$ cat config.mk
export PLATFORM = sky130hd
export DESIGN_NAME = phase_window_picker
export DESIGN_NICKNAME = d
export VERILOG_FILES = /design/src/rtl/pwp_pkg.sv /design/src/rtl/pwp_low_bit.sv /design/src/rtl/pwp_ring_rotate.sv /design/src/rtl/phase_window_picker.sv
export SDC_FILE = /design/constraint.sdc
export NUM_CORES = 1
export LEC_CHECK = 0
export BUFFER_PORTS_ARGS = -buffer_cell sky130_fd_sc_hd__buf_4
export CELL_PAD_IN_SITES_DETAIL_PLACEMENT = 0
export CELL_PAD_IN_SITES_GLOBAL_PLACEMENT = 1
export CORE_AREA = 2 2 156 189
export DETAILED_ROUTE_END_ITERATION = 10
export DIE_AREA = 0 0 158 191
export PLACE_DENSITY = 0.65
export SLEW_MARGIN = 20
export SYNTH_ARGS = -nofsm -noshare
export SYNTH_HDL_FRONTEND = slang
export SYNTH_SLANG_ARGS = --single-unit
$ cat constraint.sdc
create_clock -name clk -period 8.5 [get_ports clk]
set_clock_uncertainty 0.05 [all_clocks]
set_input_delay 1.275 -clock clk [delete_from_list [all_inputs] [get_ports clk]]
set_output_delay 1.275 -clock clk [all_outputs]
set_load 0.01 [all_outputs]
$ cat src/rtl/pwp_pkg.sv
package pwp_pkg;
   typedef enum logic {
      PWP_IDLE = 1'b0,
      PWP_SCAN = 1'b1
   } pwp_state_t;
endpackage

$ cat src/rtl/pwp_low_bit.sv
// Position of the lowest set bit; returns N when the vector is all zero.
module pwp_low_bit #(
   parameter int unsigned N = 32
) (
   input  logic [N-1:0]          vec,
   output logic [$clog2(N):0]    count
);
   localparam int unsigned CW = $clog2(N) + 1;

   always_comb begin
      count = CW'(N);
      for (int k = N - 1; k >= 0; k--) begin
         if (vec[k]) count = CW'(k);
      end
   end
endmodule

$ cat src/rtl/pwp_ring_rotate.sv
// Rotate right: dout[k] = din[(k + amt) mod N], N a power of two.
module pwp_ring_rotate #(
   parameter int unsigned N = 32
) (
   input  logic [N-1:0]          din,
   input  logic [$clog2(N)-1:0]  amt,
   output logic [N-1:0]          dout
);
   localparam int unsigned IW = $clog2(N);

   for (genvar k = 0; k < N; k++) begin : g_tap
      localparam logic [IW-1:0] KPOS = IW'(k);
      logic [IW-1:0] src;
      assign src     = KPOS + amt;
      assign dout[k] = din[src];
   end
endmodule

$ cat src/rtl/phase_window_picker.sv
module phase_window_picker #(
   parameter int unsigned PHASES = 32
) (
   input  logic                       clk,
   input  logic                       rst_n,
   input  logic                       start,
   input  logic [PHASES-1:0]          mask_in,
   output logic                       busy,
   output logic [$clog2(PHASES)-1:0]  phase,
   output logic                       valid,
   output logic                       error
);
   import pwp_pkg::*;

   localparam int unsigned IW = $clog2(PHASES);
   localparam int unsigned CW = IW + 1;
   localparam int unsigned SW = IW + 2;

   if (PHASES < 4 || (PHASES & (PHASES - 1)) != 0) begin : g_bad_phases
      $error("PHASES must be a power of two of at least 4");
   end

   pwp_state_t       state_q;
   logic [PHASES-1:0] mask_q;
   logic [IW-1:0]    idx_q;
   logic [IW-1:0]    best_start_q;
   logic [CW-1:0]    best_len_q;
   logic [IW-1:0]    phase_q;
   logic             valid_q;
   logic             error_q;

   // lowest passing phase of the incoming mask
   logic [CW-1:0]    first_idx;
   logic             in_none;
   logic             in_all;

   pwp_low_bit #(.N(PHASES)) u_first (
      .vec   (mask_in),
      .count (first_idx)
   );

   assign in_none = (first_idx == CW'(PHASES));
   assign in_all  = &mask_in;

   // one run per cycle: rotate so the current run sits at bit 0
   logic [PHASES-1:0] rot_v;
   logic [CW-1:0]    run_len;
   logic [PHASES-1:0] after_run;
   logic [CW-1:0]    gap_len;

   pwp_ring_rotate #(.N(PHASES)) u_rot (
      .din  (mask_q),
      .amt  (idx_q),
      .dout (rot_v)
   );

   pwp_low_bit #(.N(PHASES)) u_run (
      .vec   (~rot_v),
      .count (run_len)
   );

   assign after_run = rot_v >> run_len;

   pwp_low_bit #(.N(PHASES)) u_gap (
      .vec   (after_run),
      .count (gap_len)
   );

   logic [SW-1:0] next_idx;
   logic          no_more;
   logic          longer;
   logic [IW-1:0] sel_start;
   logic [CW-1:0] sel_len;
   logic [IW-1:0] centre;

   assign next_idx  = SW'(idx_q) + SW'(run_len) + SW'(gap_len);
   assign no_more   = (gap_len == CW'(PHASES)) || (next_idx >= SW'(PHASES));
   assign longer    = run_len > best_len_q;
   assign sel_start = longer ? idx_q   : best_start_q;
   assign sel_len   = longer ? run_len : best_len_q;
   assign centre    = sel_start + IW'(sel_len >> 1);

   always_ff @(posedge clk or negedge rst_n) begin
      if (!rst_n) begin
         state_q      <= PWP_IDLE;
         mask_q       <= '0;
         idx_q        <= '0;
         best_start_q <= '0;
         best_len_q   <= '0;
         phase_q      <= '0;
         valid_q      <= 1'b0;
         error_q      <= 1'b0;
      end else begin
         valid_q <= 1'b0;
         error_q <= 1'b0;
         unique case (state_q)
            PWP_IDLE: begin
               if (start) begin
                  if (in_none) begin
                     error_q <= 1'b1;
                  end else if (in_all) begin
                     valid_q <= 1'b1;
                     phase_q <= '0;
                  end else begin
                     mask_q       <= mask_in;
                     idx_q        <= first_idx[IW-1:0];
                     best_start_q <= '0;
                     best_len_q   <= '0;
                     state_q      <= PWP_SCAN;
                  end
               end
            end
            PWP_SCAN: begin
               best_start_q <= sel_start;
               best_len_q   <= sel_len;
               if (no_more) begin
                  phase_q <= centre;
                  valid_q <= 1'b1;
                  state_q <= PWP_IDLE;
               end else begin
                  idx_q <= next_idx[IW-1:0];
               end
            end
            default: state_q <= PWP_IDLE;
         endcase
      end
   end

   assign busy  = (state_q == PWP_SCAN);
   assign phase = phase_q;
   assign valid = valid_q;
   assign error = error_q;
endmodule

# Word-level counts from Yosys, hierarchy flattened
# Cells that the tools add are included.
[word_totals]
regBits = 56
latchBits = 0
mem_bits_rw = 0
romBits = 0
in_bits = 35
out_inout_bits = 8
word_cells = 291
mem_count = 0
[classes]
n_addsub = 34
multipliers = 0
div = 0
order_cmp = 34
eq_ne = 9
n_shift = 1
n_mux = 193
bitwise_logic = 4
reduce_logical = 7
[ops]
columns = ["cell", "count"]
rows = [
  ["$mux W6", 100],
  ["$lt A5 B6 Y1 const B", 32],
  ["$bmux W1 S5", 32],
  ["$add A5 B5 Y5 const A", 16],
  ["$mux W5", 12],
  ["$mux W1", 43],
  ["$add A4 B5 Y5 const A", 8],
  ["$not A32 Y32", 1],
  ["$reduce_and A32 Y1", 1],
  ["$shr A32 B6 Y32", 1],
  ["$pmux W5 S2", 3],
  ["$add A3 B5 Y5 const A", 4],
  ["$reduce_and A4 Y1", 4],
  ["$eq A6 B6 Y1 const B", 2],
  ["$pmux W6 S2", 1],
  ["$add A2 B5 Y5 const A", 2],
  ["$ne A2 B2 Y1 const B", 5],
  ["$add A5 B6 Y7", 1],
  ["$add A7 B6 Y7", 1],
  ["$ge A7 B6 Y1 const B", 1],
  ["$gt A6 B6 Y1", 1],
  ["$add A1 B5 Y5 const A", 1],
  ["$add A5 B5 Y5", 1],
  ["$ne A2 B1 Y1 const B", 2],
  ["other kinds (4)", 7],
]

# Longest topological paths before layout
# Gate-level depths: netlist (run 1).
[depth]
depth_word = 74
depth_mapped = 41
mapped_depth_nobuf = 33

# By module
# From an unflattened synthesis (run 1), not the netlist that was laid out.
[unflattened]
hier_cells = 1053
area_unflattened_um2 = 8913.5
[modules_own_cells]
columns = ["mod", "instances", "cells_per_inst", "area_each_um2", "seq_area_each_um2"]
rows = [
  ["phase_window_picker", 1, 495, 4837.1, 1401.3],
  ["pwp_ring_rotate", 1, 363, 2972.9, 0.0],
  ["pwp_low_bit", 3, 65, 367.9, 0.0],
]

# Worst setup path before layout (run 1)
# Ideal clock, no wire load.
[synth_timing]
path_kind = "reg-to-reg"
startpoint = "register idx_q[1]"
endpoint = "register idx_q[2]"
setup_time_ns = 0.084
arrival_ns = 7.918
required_time_ns = 8.366
slack_ns = 0.448
stages_incl_launch_ff = 36
n_path_buf = 5
period_less_slack_ns = 8.052
cell_sequence = "dfrtp_1 buf_2 buf_2 inv_1 ha_1 buf_4 buf_4 mux4_2 mux4_2 mux2i_2 nor2_1 nor4b_2 a311oi_4 nand2_2 clkbuf_1 o21ai_0 a32oi_2 o21ai_1 a22o_1 a311oi_1 a211oi_1 o21ba_2 o21a_1 o31a_1 fa_1 ha_1 fa_1 a21oi_1 nor2b_1 and2_1 o21ai_0 nand2_1 a21oi_1 nand2_1 o211ai_4 mux2i_1"
[synth_between]
elab_chain_cells = 74
elab_cells_between_ends = 170
cone_classes = "33 x add/sub; 1 x order compare; 2 x eq/ne; 1 x shift; 130 x mux; 1 x bitwise; 2 x reduce/logical"
[synth_lines]
columns = ["item", "line", "source"]
rows = [
  ["start: declaration", "phase_window_picker.sv:25", "logic [IW-1:0] idx_q;"],
  ["start signal: assignment", "phase_window_picker.sv:106", "idx_q <= first_idx[IW-1:0];"],
  ["start signal: assignment", "phase_window_picker.sv:121", "idx_q <= next_idx[IW-1:0];"],
  ["$add A5 B5 Y5", "pwp_ring_rotate.sv:14", "assign src = KPOS + amt;"],
  ["$bmux W1 S5", "pwp_ring_rotate.sv:15", "assign dout[k] = din[src];"],
  ["$mux W1 (implied by the code)", "pwp_ring_rotate.sv:15", ""],
  ["$not A32 Y32", "phase_window_picker.sv:58", ".vec (~rot_v),"],
  ["$mux W6 (32 in series)", "pwp_low_bit.sv:13", "if (vec[k]) count = CW'(k);"],
  ["$shr A32 B6 Y32", "phase_window_picker.sv:62", "assign after_run = rot_v >> run_len;"],
  ["$mux W6 (32 in series)", "pwp_low_bit.sv:13", ""],
  ["$add A7 B6 Y7", "phase_window_picker.sv:76", "assign next_idx = SW'(idx_q) + SW'(run_len) + SW'(gap_len);"],
  ["$ge A7 B6 Y1", "phase_window_picker.sv:77", "assign no_more = (gap_len == CW'(PHASES)) || (next_idx >= SW'(PHASES));"],
  ["$logic_or A1 B1 Y1", "phase_window_picker.sv:77", ""],
  ["$ne A2 B2 Y1 (no source line)", "--", ""],
  ["$reduce_and A4 Y1 (no source line)", "--", ""],
]
# Several ways; a longest one is shown, not always the timed one. The select of a mux whose other input is x is not followed.
# A chain may end at the register's enable or synchronous reset.

# Final worst setup path (run 1)
[layout_timing]
startpoint = "register idx_q[0]"
endpoint = "register idx_q[4]"
# The elaborated chain is that of the path after synthesis.

==> metrics.log, run 1 <==
[metrics] number of filler cells placed in the layout: 2907
[metrics] area enclosed by the die boundary: 30200 um^2
[metrics] flop and latch count out of synthesis: 56
[metrics] maximum net fanout on the critical path: 17
[metrics] netlist area before placement: 9830 um^2
[metrics] hold_buf cts: 0
[metrics] wire length after detailed routing: 37100 um
[metrics] CP Capture Type: flop
[metrics] global placer's final weighted congestion: 0.970
[metrics] number of hold-slack violations in the final timing report: 0
[metrics] total CTS buffers: 5
[metrics] CP max stage delay: 0.54 ns
[metrics] FFs w/ async S/R, synth: 100%
[metrics] transition at the pin with the smallest max-transition slack: 0.834 ns
[metrics] number of cells on the worst hold path: 1
[metrics] Warnings, synthesis: 0
[metrics] multiplexer area fraction after synthesis: 28.4%
[metrics] area growth from synthesis to layout: 16.5%
[metrics] Initial Util: 34.6%
[metrics] adder and majority gate portion of the synthesized area: 5.12%
[metrics] final setup fails: 0
[metrics] largest family of logic cells by synthesized area: multiplexers
[metrics] count of nets after finishing: 1287
[metrics] number of instances in the synthesized netlist: 1131
[metrics] number of violations reported at the end of detailed-routing iteration 0: 1000
[metrics] start point of the critical path: idx_q[0]
[metrics] Hold/Removal Path Class: reg2reg
[metrics] maximum clock insertion buffer count: 2
[metrics] Synth Flop Type: dfrtp_1
[metrics] critical-path cell with the highest stage delay: mux4_2
[metrics] Worst Min Path Start: best_start_q[3]
[metrics] XOR/XNOR Fraction of Synth Area: 3.29%
[metrics] I/O pin cnt: 43
[metrics] clock period minus final worst setup slack: 8.03 ns
[metrics] Tot GR Track Use: 24.4%
[metrics] unique cell type count in the Yosys netlist: 97
[metrics] total overflow reported by the global router: 0
[metrics] core outline area: 28400 um^2
[metrics] worst setup path category: reg2reg
[metrics] register-to-register path setup slack: 0.47 ns
[metrics] standard-cell rows: 68
[metrics] portion of the clock cycle consumed by the worst path in the final layout: 94.5%
[metrics] depth of the CTS H-tree: 2
[metrics] nets in the synthesized netlist: 1202
[metrics] number of enable-type register cells in the synthesized netlist: 0
[metrics] clock tree from TritonCTS: built
[metrics] residual DRC count: 0
[metrics] number of global-route vias before repair: 9588
[metrics] clk sink count: 56
[metrics] Clock Pin Slew Worst Setup and Hold Paths: 0.07 ns
[metrics] peak clock frequency supported by timing: 0.125 GHz
[metrics] half-perimeter wire length of the detailed placement result: 29200 um
[metrics] required time of the critical path: 8.67 ns
[metrics] fraction of final layout cells sized beyond drive strength 1: 28.3%
[metrics] worst rel slew slack: 43.9%
[metrics] status: finished clean
[metrics] Clock Latency Late Sink: 0.30 ns
[metrics] worst setup margin: 0.470 ns
[metrics] number of buffer cells added on primary ports: 42
[metrics] global-route wire length before repair: 57000 um
[metrics] max-cap viol count: 0
[metrics] DR pass1 iterations: 7
[metrics] logic depth of the worst register-to-register path: 32
[metrics] CTS Root Cell: clkbuf_16
[metrics] Max Slew Vio Count: 0
[metrics] arrival time of the worst setup path: 8.20 ns
[metrics] register area share after synthesis: 14.3%
[metrics] Compound-Gate Fraction of Synth Area: 23.5%
[metrics] routed len/inst: 23.2 um
[metrics] RR Startpoint: idx_q[0]
[metrics] antenna violations before repair: 1
[metrics] chip height: 191 um
[metrics] end of the worst hold path: best_start_q[3]
[metrics] average cell area after synthesis: 8.69 um^2
[metrics] number of antenna repair diodes: 0
[metrics] Routed Antenna Nets: 0
[metrics] via count: 10121
[metrics] Die Wd: 158 um
[metrics] placement-stage worst setup slack: 0.187 ns
[metrics] Synth Area in Simple Gates: 20.1%
[metrics] critical path startpoint category: flop
[metrics] worst r2r dst: idx_q[4]
[metrics] maximum number of pins on one net before global-route repair: 57
[metrics] average vias per placed instance: 6.32
## cells in the mapped netlist, types with 9 or more instances
cell type  instances  area share (%)
ha_1              29             3.7
mux2_2            52             6.0
a211oi_1          16             1.2
a21oi_1           82             4.2
o211ai_1          12            0.92
nor2b_1            9            0.57
nor3_1            31             1.6
nand3_1           63             3.2
nand2b_1          13            0.83
mux2i_1           62             6.3
nand4_1           25             1.6
o21ai_0           77             3.9
a31oi_1           14            0.89
xnor2_1           17             1.5
o22ai_1           10            0.64
nor4_1            15            0.96
a221oi_1           9            0.80
buf_2             29             1.5
dfrtp_1           56              14
inv_1             33             1.3
a22o_1             9            0.80
nand2_1          102             3.9
mux4_2            67              15
buf_6              9             1.0
nor2_1            66             2.5
clkbuf_1          17            0.65
## placed cells by master, fill, tap and decap left out, types with 8 or more instances in the layout
cell	count
buf_4	138
nand2_1	102
a21oi_1	77
o21ai_0	74
mux4_2	67
nor2_1	64
nand3_1	63
mux2i_1	62
dfrtp_1	55
mux2_2	52
inv_1	32
nor3_1	29
nand4_1	25
ha_1	25
a211oi_1	16
xnor2_1	15
a31oi_1	14
nand2b_1	13
nor4_1	12
o211ai_1	12
o22ai_1	10
o21ai_1	9
a22o_1	9
nor2b_1	8
o31ai_1	8
o21bai_1	8
a221oi_1	8
## stage by stage
stage / instance area (um^2) / cells / hold WS [ns] / utilization [%] / setup TNS (ns)
after floorplan: 9830 / 1131 / 0.416 / - / 0
after global placement: 10900 / 1574 / 0.432 / 38.4 / 0
after detailed placement: 10900 / 1574 / 0.432 / 38.4 / 0
after CTS: 11100 / 1582 / 0.457 / 39.0 / 0
after global routing: 11400 / 1602 / 0.468 / 40.3 / -0.00584
final: 11400 / 1602 / 0.454 / 40.3 / 0
## worst max path at each step
| stage | slack [ns] | endpoint |
|---|---|---|
| detailed placement | 0.19 | idx_q[4] |
| finish | 0.47 | idx_q[4] |
| CTS | 0.11 | idx_q[4] |
| global placement | 0.06 | idx_q[2] |
| floorplan | 0.45 | idx_q[2] |
| global route | -0.003 | idx_q[4] |
## sequential cells by signal (all words and copies together), names as in the netlist
name,count
best_len_q,6
best_start_q,5
busy,1
error,1
idx_q,5
mask_q,32
phase,5
valid,1
## repair_timing
action / CTS / global route
hold endpoints to repair: 0 / 0
setup buffers: 0 / 19
resized for setup: 0 / 40
endpoints found under the setup margin: 0 / 12
## critical path, delay by kind of cell, from the launching register on
| kind | cells | cell delay (ns) |
|---|---|---|
| buffers and inverters | 3 | 0.44 |
| AOI/OAI and AO/OA | 14 | 2.95 |
| DFF | 1 | 0.43 |
| adders and majority gates | 4 | 1.34 |
| muxes | 4 | 1.38 |
| and+or+nand+nor | 7 | 1.34 |
## logic make-up (layout without fill, tap and decap cells)
group / count (synthesis) / after routing
compound gates: 338 / 338
mux: 185 / 186
buf+inv: 104 / 189
simple gates: 382 / 382
fa+ha+maj: 36 / 36
xor+xnor: 30 / 30
flops: 56 / 56
## cell type report
| cell class | count | area [um^2] | share of cell area [%] |
|---|---|---|---|
| Clock buffer | 5 | 125 | 1.09 |
| Timing Repair Buffer | 144 | 1140 | 9.95 |
| Inverter | 37 | 143 | 1.25 |
| Multi-Input combinational cell | 972 | 8110 | 70.8 |
| Sequential cell | 56 | 1400 | 12.3 |
| Tap cell | 385 | 482 | 4.21 |
| Clock inverter | 3 | 46.3 | 0.404 |
## metal layers
metal | routed length [um] | vias to the layer above | GRT usage (%)
li1 | - | 4616 | -
met1 | 15400 | 4984 | 32.8
met2 | 17900 | 441 | 40.7
met3 | 2250 | 78 | 1.56
met4 | 1590 | 2 | 9.88
met5 | 12 | - | 0
Power of run 1 is left out: the tool's default activity adds up to more than one toggle a clock period on the data nets, which glitch-free logic cannot reach.
==> inputs of run 2 (changes only) <==
--- a/config.mk
+++ b/config.mk
@@ -8,11 +8,12 @@
 export BUFFER_PORTS_ARGS = -buffer_cell sky130_fd_sc_hd__buf_4
 export CELL_PAD_IN_SITES_DETAIL_PLACEMENT = 0
 export CELL_PAD_IN_SITES_GLOBAL_PLACEMENT = 1
-export CORE_AREA = 2 2 156 189
+export CORE_AREA = 2 2 149 180
 export DETAILED_ROUTE_END_ITERATION = 10
-export DIE_AREA = 0 0 158 191
+export DIE_AREA = 0 0 151 182
 export PLACE_DENSITY = 0.65
 export SLEW_MARGIN = 20
 export SYNTH_ARGS = -nofsm -noshare
 export SYNTH_HDL_FRONTEND = slang
+export SYNTH_HIERARCHICAL = 1
 export SYNTH_SLANG_ARGS = --single-unit
==> metrics.log, run 2 <==
[metrics] most common library cell in the layout ignoring fill and taps: buf_4
[metrics] total CTS buffers: 5 (unchanged)
[metrics] worst setup path category: reg2reg
[metrics] status: finished clean
[metrics] portion of the clock cycle consumed by the worst path in the final layout: 96.0% (+1.5 points)
[metrics] average cell area after synthesis: 8.46 um^2 (-2.6%)
[metrics] final cell area excluding filler cells: 11000 um^2 (-3.6%)
[metrics] Synth Flop Type: dfrtp_1
[metrics] register-to-register path setup slack: 0.34 ns (-0.13 ns)
[metrics] Max Slew Vio Count: 0 (unchanged)
[metrics] start point of the critical path: idx_q[2]
[metrics] arrival time of the worst setup path: 8.30 ns (+0.10 ns)
[metrics] netlist area before placement: 8910 um^2 (-9.3%)
[metrics] number of enable-type register cells in the synthesized netlist: 0 (unchanged)
[metrics] fraction of final layout cells sized beyond drive strength 1: 31.8% (+3.5 points)
[metrics] critical-path cell with the highest stage delay: mux4_2
[metrics] met1 layer usage reported by global route: 26.0% (-6.8 points)
[metrics] total overflow reported by the global router: 0 (unchanged)
[metrics] logic depth of the worst register-to-register path: 37 (+16%)
[metrics] transition at the pin with the smallest max-transition slack: 1.07 ns (+0.234 ns)
[metrics] register area share after synthesis: 15.7% (+1.5 points)
[metrics] number of filler cells placed in the layout: 2624 (-9.7%)
[metrics] CP Capture Type: flop
[metrics] maximum number of pins on one net before global-route repair: 57 (unchanged)
[metrics] post-placement cell area: 10300 um^2 (-5.3%)
[metrics] number of violations reported at the end of detailed-routing iteration 0: 622 (-38%)
[metrics] area growth from synthesis to layout: 23.8%
[metrics] clock period minus final worst setup slack: 8.16 ns (+0.131 ns)
[metrics] via count: 8778 (-13%)
[metrics] peak clock frequency supported by timing: 0.123 GHz (-1.6%)
[metrics] number of antenna repair diodes: 0 (unchanged)
[metrics] I/O pin cnt: 43 (unchanged)
[metrics] met3 Use GR: 1.53% (-0.032 points)
[metrics] worst setup margin: 0.339 ns (-0.131 ns)
[metrics] Clock Pin Slew Worst Setup and Hold Paths: 0.07 ns (about the same)
[metrics] clk sink count: 56 (unchanged)
[metrics] FFs w/ async S/R, synth: 100% (unchanged)
[metrics] Clock Latency Late Sink: 0.30 ns (about the same)
[metrics] hold_buf cts: 0 (unchanged)
[metrics] registers with the most flip-flops: mask_q x32, best_len_q x6
[metrics] Die Wd: 151 um (-4.4%)
[metrics] nets in the synthesized netlist: 1125 (-6.4%)
[metrics] CP max stage delay: 0.53 ns (about the same)
[metrics] CP Buf/Inv Count: 7 (+4)
[metrics] register with the most flip-flops: mask_q
[metrics] leading cell types in the layout, fill and taps excluded: buf_4 (169), nand2_1 (148), nor2_1 (76)
[metrics] Warnings, synthesis: 6 (+6)
[metrics] flop and latch count out of synthesis: 56 (unchanged)
[metrics] Tot GR Track Use: 20.9% (-3.5 points)
[metrics] endpoint of the worst setup timing path: idx_q[1]
[metrics] depth of the CTS H-tree: 2 (unchanged)
[metrics] Initial Util: 34.5% (-0.11 points)
[metrics] placement-stage worst setup slack: -0.241 ns (-0.429 ns)
[metrics] wire length after detailed routing: 29300 um (-21%)
[metrics] required time of the critical path: 8.64 ns (-0.03 ns)
[metrics] register cell area after layout: 1400 um^2 (about the same)
[metrics] cell type group with the largest total delay on the critical path: compound AO/OA/AOI/OAI gates
[metrics] worst r2r dst: idx_q[1]
[metrics] clock tree from TritonCTS: built
[metrics] RR Startpoint: idx_q[2]
[metrics] multi-input gate area in the final layout: 7260 um^2 (-10%)
[metrics] number of hold-slack violations in the final timing report: 0 (unchanged)
[metrics] maximum clock insertion buffer count: 2 (unchanged)
[metrics] number of global-route vias before repair: 8226 (-14%)
[metrics] Routed Antenna Nets: 0 (unchanged)
[metrics] final setup fails: 0 (unchanged)
[metrics] global placer's final weighted congestion: 0.867 (-11%)
[metrics] worst rel slew slack: 28.5% (-15 points)
[metrics] dominant cells by area after synthesis: dfrtp_1 (16%), mux4_2 (14%), mux2i_1 (7.5%)
[metrics] chip height: 182 um (-4.7%)
[metrics] number of buffer cells added on primary ports: 42 (unchanged)
[metrics] critical path depth in cells: 37 (+16%)
[metrics] number of instances in the synthesized netlist: 1053 (-6.9%)
[metrics] CTS Root Cell: clkbuf_16
[metrics] Hold/Removal Path Class: reg2reg
[metrics] leading cell types by count after synthesis: nand2_1 (148), nor2_1 (80), inv_1 (75)
[metrics] antenna violations before repair: 0 (-1)
[metrics] post-synth top area share: 15.7% (+0.36 points)
[metrics] biggest area consumer among synthesized cells: dfrtp_1
[metrics] average vias per placed instance: 5.74 (-9.1%)
[metrics] unique cell type count in the Yosys netlist: 69 (-29%)
[metrics] maximum net fanout on the critical path: 8 (-9)
[metrics] standard-cell rows: 65 (-4.4%)
[metrics] global-route wire length before repair: 45100 um (-21%)
[metrics] max-cap viol count: 0 (unchanged)
[metrics] core outline area: 25900 um^2 (-9.0%)
[metrics] final-layout setup total negative slack: 0 ns (unchanged)
[metrics] count of nets after finishing: 1264 (-1.8%)
[metrics] met2 global-route usage: 36.6% (-4.0 points)
[metrics] flip-flop count of the largest register, all copies and words added: 32 (unchanged)
[metrics] residual DRC count: 0 (unchanged)
[metrics] area enclosed by the die boundary: 27500 um^2 (-8.9%)
[metrics] Most common cell on crit path: inv_1
[metrics] half-perimeter wire length of the detailed placement result: 23400 um (-20%)
[metrics] critical path startpoint category: flop
[metrics] routed len/inst: 19.2 um (-17%)
[metrics] DR pass1 iterations: 7 (unchanged)
[metrics] count leader, synth: nand2_1
[metrics] Top Usage Layer GRT: met2
## run 2: cell families after synthesis
group	synth area share [%]
AOI/OAI and AO/OA	14.5
xor gates and xnor gates	4.67
adders and majority gates	5.78
buffers and inverters	6.77
DFF	15.7
muxes	30.8
and+or+nand+nor	21.7
## run 2: worst min path at each step
stage	startpoint	endpoint	slack, ns	cells past startpoint
2_1_floorplan	best_start_q[2]	best_start_q[2]	0.41	1
3_3_place_gp	best_start_q[2]	best_start_q[2]	0.43	1
3_5_place_dp	best_start_q[2]	best_start_q[2]	0.43	1
4_1_cts	best_start_q[2]	best_start_q[2]	0.45	1
5_1_grt	best_start_q[3]	best_start_q[3]	0.48	1
6_report	best_start_q[2]	best_start_q[2]	0.45	1
## run 2: timing repair
item / CTS / global route
gates resized for setup: 13 / 69
setup endpoints to repair: 12 / 12
cloned: 0 / 3
buffers inserted: 1 / 19
pin swaps: 2 / 22
## run 2: layout make-up
type | instances | area share [%]
Clock buffer | 6 | 1.17
Timing Repair Buffer | 182 | 13.7
Inverter | 78 | 2.65
Tap cell | 335 | 3.80
Clock inverter | 2 | 0.125
Multi-Input combinational cell | 869 | 65.8
Sequential cell | 56 | 12.7
## run 2: per-layer routing
layer  part of all wire, %  wire [um]
met1                    41      12000
met5                     0          0
met2                    51      15000
met3                   3.8       1120
met4                   4.2       1220
## run 2: per-stage QoR
step | hold slack (ns) | util (%) | instances
after CTS | 0.453 | 40.7 | 1506
after detailed placement | 0.430 | 39.9 | 1497
final | 0.453 | 42.7 | 1528
after global routing | 0.477 | 42.7 | 1528
after floorplan | 0.410 | - | 1053
after global placement | 0.427 | 39.9 | 1497
Power of run 2 is left out for the same reason.
